<file path="config.mk">
export PLATFORM = sky130hd
export DESIGN_NAME = trim_dac_loader
export DESIGN_NICKNAME = d
export VERILOG_FILES = /design/src/rtl/trim_dac_pkg.sv /design/src/rtl/trim_tick_timer.sv /design/src/rtl/trim_frame_seq.sv /design/src/rtl/trim_dac_loader.sv
export SDC_FILE = /design/constraint.sdc
export NUM_CORES = 1
export LEC_CHECK = 0
export BUFFER_PORTS_ARGS = -buffer_cell sky130_fd_sc_hd__buf_2
export CORE_ASPECT_RATIO = 0.75
export CORE_MARGIN = 2
export CORE_UTILIZATION = 45
export DETAILED_ROUTE_END_ITERATION = 8
export HOLD_SLACK_MARGIN = 0.1
export PLACE_DENSITY = 0.61
export SYNTH_ARGS = -nofsm -noshare
export SYNTH_HDL_FRONTEND = slang
export SYNTH_SLANG_ARGS = --single-unit
export TNS_END_PERCENT = 50
</file>
<file path="constraint.sdc">
create_clock -name clk -period 3 [get_ports clk]
set_input_delay 0.6 -clock clk [delete_from_list [all_inputs] [get_ports clk]]
set_output_delay 0.6 -clock clk [all_outputs]
set_load 0.01 [all_outputs]
</file>
<file path="src/rtl/trim_dac_pkg.sv">
package trim_dac_pkg;

   typedef enum logic [2:0] {
      PH_IDLE = 3'd0,
      PH_DATA = 3'd1,
      PH_CLK  = 3'd2,
      PH_LOAD = 3'd3,
      PH_REST = 3'd4
   } link_phase_e;

endpackage

</file>
<file path="src/rtl/trim_tick_timer.sv">
module trim_tick_timer #(
   parameter int PAUSE_W = 8
) (
   input  logic               clk,
   input  logic               rst_n,
   input  logic               arm,
   input  logic               rearm,
   input  logic [PAUSE_W-1:0] pause_in,
   output logic               expire
);

   logic [PAUSE_W-1:0] period_q;
   logic [PAUSE_W-1:0] count_q;
   logic [PAUSE_W-1:0] period_d;

   // A zero pause is widened to one cycle per state.
   assign period_d = (pause_in == '0) ? '0 : pause_in - 1'b1;

   always_ff @(posedge clk or negedge rst_n) begin
      if (!rst_n) begin
         period_q <= '0;
         count_q  <= '0;
      end else if (arm) begin
         period_q <= period_d;
         count_q  <= period_d;
      end else if (rearm) begin
         count_q  <= period_q;
      end else if (count_q != '0) begin
         count_q  <= count_q - 1'b1;
      end
   end

   assign expire = (count_q == '0);

endmodule

</file>
<file path="src/rtl/trim_frame_seq.sv">
module trim_frame_seq
   import trim_dac_pkg::*;
#(
   parameter int FRAME_W = 11
) (
   input  logic               clk,
   input  logic               rst_n,
   input  logic               start,
   input  logic [FRAME_W-1:0] frame_in,
   input  logic               tick_expire,
   output logic               advance,
   output logic               ser_dat,
   output logic               ser_clk,
   output logic               ser_load,
   output logic               busy,
   output logic               done
);

   localparam int IDX_W = $clog2(FRAME_W);

   link_phase_e        phase_q;
   logic [FRAME_W-1:0] shift_q;
   logic [IDX_W-1:0]   idx_q;

   assign busy    = (phase_q != PH_IDLE);
   assign advance = busy && tick_expire;

   always_ff @(posedge clk or negedge rst_n) begin
      if (!rst_n) begin
         phase_q  <= PH_IDLE;
         shift_q  <= '0;
         idx_q    <= '0;
         ser_dat  <= 1'b0;
         ser_clk  <= 1'b0;
         ser_load <= 1'b0;
         done     <= 1'b0;
      end else begin
         done <= 1'b0;
         if (phase_q == PH_IDLE) begin
            if (start) begin
               shift_q  <= frame_in;
               ser_dat  <= frame_in[FRAME_W-1];
               ser_clk  <= 1'b0;
               ser_load <= 1'b0;
               idx_q    <= IDX_W'(FRAME_W - 1);
               phase_q  <= PH_DATA;
            end
         end else if (tick_expire) begin
            unique case (phase_q)
               PH_DATA: begin
                  ser_clk <= 1'b1;
                  phase_q <= PH_CLK;
               end
               PH_CLK: begin
                  ser_clk <= 1'b0;
                  if (idx_q == '0) begin
                     ser_dat  <= 1'b0;
                     ser_load <= 1'b1;
                     phase_q  <= PH_LOAD;
                  end else begin
                     shift_q <= shift_q << 1;
                     ser_dat <= shift_q[FRAME_W-2];
                     idx_q   <= idx_q - 1'b1;
                     phase_q <= PH_DATA;
                  end
               end
               PH_LOAD: begin
                  ser_load <= 1'b0;
                  phase_q  <= PH_REST;
               end
               PH_REST: begin
                  done    <= 1'b1;
                  phase_q <= PH_IDLE;
               end
               default: phase_q <= PH_IDLE;
            endcase
         end
      end
   end

endmodule

</file>
<file path="src/rtl/trim_dac_loader.sv">
module trim_dac_loader #(
   parameter int VAL_W    = 8,
   parameter int CH_W     = 3,
   parameter int REQ_CH_W = 4,
   parameter int NUM_CH   = 8,
   parameter int PAUSE_W  = 8
) (
   input  logic                clk,
   input  logic                rst_n,
   input  logic                req_valid,
   input  logic [REQ_CH_W-1:0] req_chan,
   input  logic [VAL_W-1:0]    req_value,
   input  logic [PAUSE_W-1:0]  pause_cycles,
   output logic                ser_dat,
   output logic                ser_clk,
   output logic                ser_load,
   output logic                busy,
   output logic                done,
   output logic                cfg_err
);

   localparam int FRAME_W = CH_W + VAL_W;

   if (NUM_CH > (1 << CH_W)) begin : g_bad_nch
      $error("NUM_CH does not fit in the channel field");
   end
   if (REQ_CH_W < CH_W) begin : g_bad_req
      $error("request channel port narrower than channel field");
   end
   if (PAUSE_W < 1) begin : g_bad_pause
      $error("PAUSE_W must be at least 1");
   end

   logic chan_bad;
   logic start;
   logic tick_expire;
   logic advance;
   logic err_q;

   if (NUM_CH >= (1 << REQ_CH_W)) begin : g_no_range
      assign chan_bad = 1'b0;
   end else begin : g_range
      assign chan_bad = ({1'b0, req_chan} >= (REQ_CH_W + 1)'(NUM_CH));
   end

   assign start = req_valid && !busy && !chan_bad;

   always_ff @(posedge clk or negedge rst_n) begin
      if (!rst_n) err_q <= 1'b0;
      else        err_q <= req_valid && !busy && chan_bad;
   end
   assign cfg_err = err_q;

   trim_tick_timer #(.PAUSE_W(PAUSE_W)) u_timer (
      .clk      (clk),
      .rst_n    (rst_n),
      .arm      (start),
      .rearm    (advance),
      .pause_in (pause_cycles),
      .expire   (tick_expire)
   );

   trim_frame_seq #(.FRAME_W(FRAME_W)) u_seq (
      .clk         (clk),
      .rst_n       (rst_n),
      .start       (start),
      .frame_in    ({req_chan[CH_W-1:0], req_value}),
      .tick_expire (tick_expire),
      .advance     (advance),
      .ser_dat     (ser_dat),
      .ser_clk     (ser_clk),
      .ser_load    (ser_load),
      .busy        (busy),
      .done        (done)
   );

endmodule

</file>
==> metrics <==
number of enable flip-flop cells after synthesis 0; # port buffers 28; sum of negative setup slack 0 ns; antenna violations before repair 0; total wire length after detailed routing about 5400 um; number of buffers inserted to repair setup after CTS 0; final std cells w/o fill 306; WS Path Type flip-flop to flip-flop; via count 1871; highest fanout seen on the critical path 10; placed insts 298; relative max-transition margin 44.0%; clock slew at the register clock pins of the worst setup and hold paths 0.07 ns; cell count after synthesis 217; path class of the lowest-slack min-delay path input pin to async pin; overall overflow remaining after global route 0; maximum clock rate about 400 MHz; Top-Level Pins 29; overall power roughly 2.3 mW; max-slew violation count 0; TritonCTS clock tree built; post-synthesis share of cell area spent on and, or, nand and nor gates roughly 23%; overall fraction of global-route tracks in use 22.0%; Die Span Y 64.2 um; # hold bufs at CTS 0; wire length of the first global-routing pass 9290 um; xor and xnor fraction of the mapped netlist area under 10%; ys flop type dfrtp_1; share of flip-flops with an asynchronous set or reset after synthesis 100%; post-DR vias/cell 6.11; Site Rows 21; sinks on the clock net 38; Cell Area, Synth 2180 um2; setup repair after global routing missed its margin false; clock period minus final worst setup slack about 2.5 ns; number of failing hold endpoints at the final stage 0; Worst EP arrival 2.70 ns; DRC violation count after routing 0; final clock skew between 0.004 and 0.005 ns; status completed; synthesized-area fraction occupied by adder cells under 10%; CTS Buf Count 5; Die Width ~84 um; drt first-iter violations approximately 120; Max Buffers Root-to-Sink 2; top cells by area in the synthesized netlist dfrtp_1, o221a_2, o21ai_0, or4_1, ha_1; leakage power of the design 1.05 nW; PD cells 911 nW/um2; layout overhead on the synthesized area 13.9%; portion of netlist area occupied by mux cells less than 1%; starting density of the core 47.9%; Synth top area share 43.7%; Max rail drop VDD 0.000407 V; worst path cell trace inv_1 > ha_1 > nor3b_2 > a32oi_1 > nor2_1 > buf_4 > o221a_2; Post-Syn Nets 245; Seq cells post-synth 38; largest net degree at the start of global routing 39; post-synthesis cell type count 58; GP Congestion 0.948; slowest CP cell a32oi_1; vias in the first global route 1788; cell at the root of the clock tree clkbuf_8; diode insertion count for antenna repair 0; total iterations of the first detailed-routing run 4; average instance area after synthesis 10.0 um2; post-route fraction of the period consumed by the critical path 84.0%; Core Box Area 4550 um2; Req. time, crit path 3.18 ns; post-detailed-placement half-perimeter wirelength 3800 um; share of cells above drive strength 1 25.7%; area enclosed by the die boundary 5410 um2; WL/cell 17.6 um; Max Cap Violations 0; Antenna Violating Nets Remaining 0; number of warnings issued by yosys 0; sequential element share of the synthesized area between 40% and 50%; startpoint types flip-flop; crit-path max cell delay 0.64 ns; number of H-tree levels 2; Setup crit end kind flip-flop; largest family of logic cells by synthesized area compound AO/OA/AOI/OAI gates; count of final setup violators 0; pin slew with the least headroom to its limit 0.840 ns; Resize count post-CTS 0; Compound-Gate Fraction of Synth Area 24.9%; later-pin clock latency in the skew report 0.30 ns; Synth area leader dfrtp_1; fin nets 276
==> through the flow <==
step | util [%] | area [um2] | worst slack (ns) | hold slack, ns
2_1_floorplan | - | 2180 | 0.866 | 0.304
3_3_place_gp | 52.5 | 2390 | 0.584 | 0.461
3_5_place_dp | 52.5 | 2390 | 0.497 | 0.464
4_1_cts | 54.5 | 2480 | 0.512 | 0.438
5_1_grt | 54.5 | 2480 | 0.209 | 0.477
6_report | 54.5 | 2480 | 0.480 | 0.401
==> report_power, final <==
part           internal [mW]  leakage [nW]  switching [mW]  total [mW]
Combinational          0.419         0.543           0.489       0.909
Clock                  0.185        0.0482           0.185       0.370
Sequential             0.747         0.458           0.232       0.979
==> flip-flops by register name, indices dropped and copies added (netlist names), 3 cells and up <==
| register | count |
|---|---|
| u_seq.phase_q | 3 |
| u_timer.count_q | 8 |
| u_seq.idx_q | 4 |
| u_seq.shift_q | 10 |
| u_timer.period_q | 8 |
==> path summary, 6_finish.rpt <==
path	from	to	cells past startpoint	slack, ns
setup / recovery	u_timer.count_q[0]$_DFFE_PN0P_	u_seq.shift_q[2]$_DFFE_PN0P_	7	0.48
hold / removal	rst_n	u_seq.shift_q[6]$_DFFE_PN0P_	1	0.40
setup reg to reg	u_timer.count_q[0]$_DFFE_PN0P_	u_seq.shift_q[2]$_DFFE_PN0P_	7	0.48
hold reg to reg	u_timer.period_q[5]$_DFFE_PN0P_	u_timer.period_q[5]$_DFFE_PN0P_	2	0.48
max in group asynchronous	rst_n	u_seq.idx_q[1]$_DFFE_PN0P_	1	2.07
min in group clk	u_timer.period_q[5]$_DFFE_PN0P_	u_timer.period_q[5]$_DFFE_PN0P_	2	0.48
==> Yosys cell counts, types with 2 or more instances <==
| master | instances |
|---|---|
| nand4_1 | 3 |
| nand2b_1 | 4 |
| o21a_1 | 4 |
| nor3_2 | 2 |
| buf_2 | 4 |
| inv_1 | 11 |
| nor4b_1 | 2 |
| a21o_1 | 4 |
| or3_1 | 2 |
| nand2_1 | 14 |
| o21ai_0 | 15 |
| xor2_1 | 2 |
| nor3_1 | 10 |
| nor2b_1 | 3 |
| and4_1 | 2 |
| or4_4 | 2 |
| a32oi_1 | 2 |
| clkbuf_1 | 5 |
| and3_1 | 2 |
| a211o_1 | 2 |
| ha_1 | 5 |
| o211ai_1 | 4 |
| dfrtp_1 | 38 |
| nand3_1 | 6 |
| o221a_2 | 9 |
| or4_1 | 10 |
| a31oi_1 | 4 |
| a21oi_1 | 11 |
| nor2_1 | 6 |
==> layout make-up <==
type / count / area (um2)
timing repair buffer: 34 / 185
sequential: 38 / 951
clock inverter: 1 / 5.00
multi-input combinational: 158 / 1140
tap: 57 / 71.3
inverter: 11 / 41.3
fill: 425 / 2070
clock buffer: 7 / 86.3
==> kinds of logic (layout without fill, tap and decap cells) <==
family                   count (synthesis)  after routing
AO/OA/AOI/OAI                           71             71
XOR/XNOR                                 3              3
adder cells (fa/ha/maj)                  5              5
buffers and inverters                   21             53
flip-flops                              38             38
multiplexers                             1              1
AND/OR/NAND/NOR                         78             78
==> per-layer routing <==
| layer | vias to the layer above | share of wire, % | wire length (um) | global-route usage, % |
|---|---|---|---|---|
| met5 | - | 0 | 0 | 0 |
| met4 | 0 | 1.2 | 63 | 4.84 |
| met3 | 7 | 5.9 | 316 | 6.20 |
| met2 | 53 | 40 | 2130 | 29.1 |
| met1 | 905 | 53 | 2870 | 34.8 |
| li1 | 906 | - | - | - |
==> cell usage in the layout, fill, tap and decap left out, types with 4 or more instances in the layout <==
cell / count
dfrtp_1: 38
nand3_1: 6
a31oi_1: 4
a21oi_1: 11
or4_1: 10
nand2b_1: 4
nor2_1: 6
nand2_1: 14
a21o_1: 4
o221a_2: 9
inv_1: 11
buf_2: 28
ha_1: 5
nor3_1: 10
clkbuf_8: 6
buf_4: 6
o21a_1: 4
o21ai_0: 15
o211ai_1: 4
==> worst max-delay path: cells and delay by family, from the launching register on <==
kind / cells / cell delay [ns]
AOI/OAI and AO/OA: 2 / 0.89
and+or+nand+nor: 2 / 0.46
DFF: 1 / 0.41
buffers and inverters: 2 / 0.35
adders and majority gates: 1 / 0.31
No activity file was read; power rests on OpenSTA's default activity.
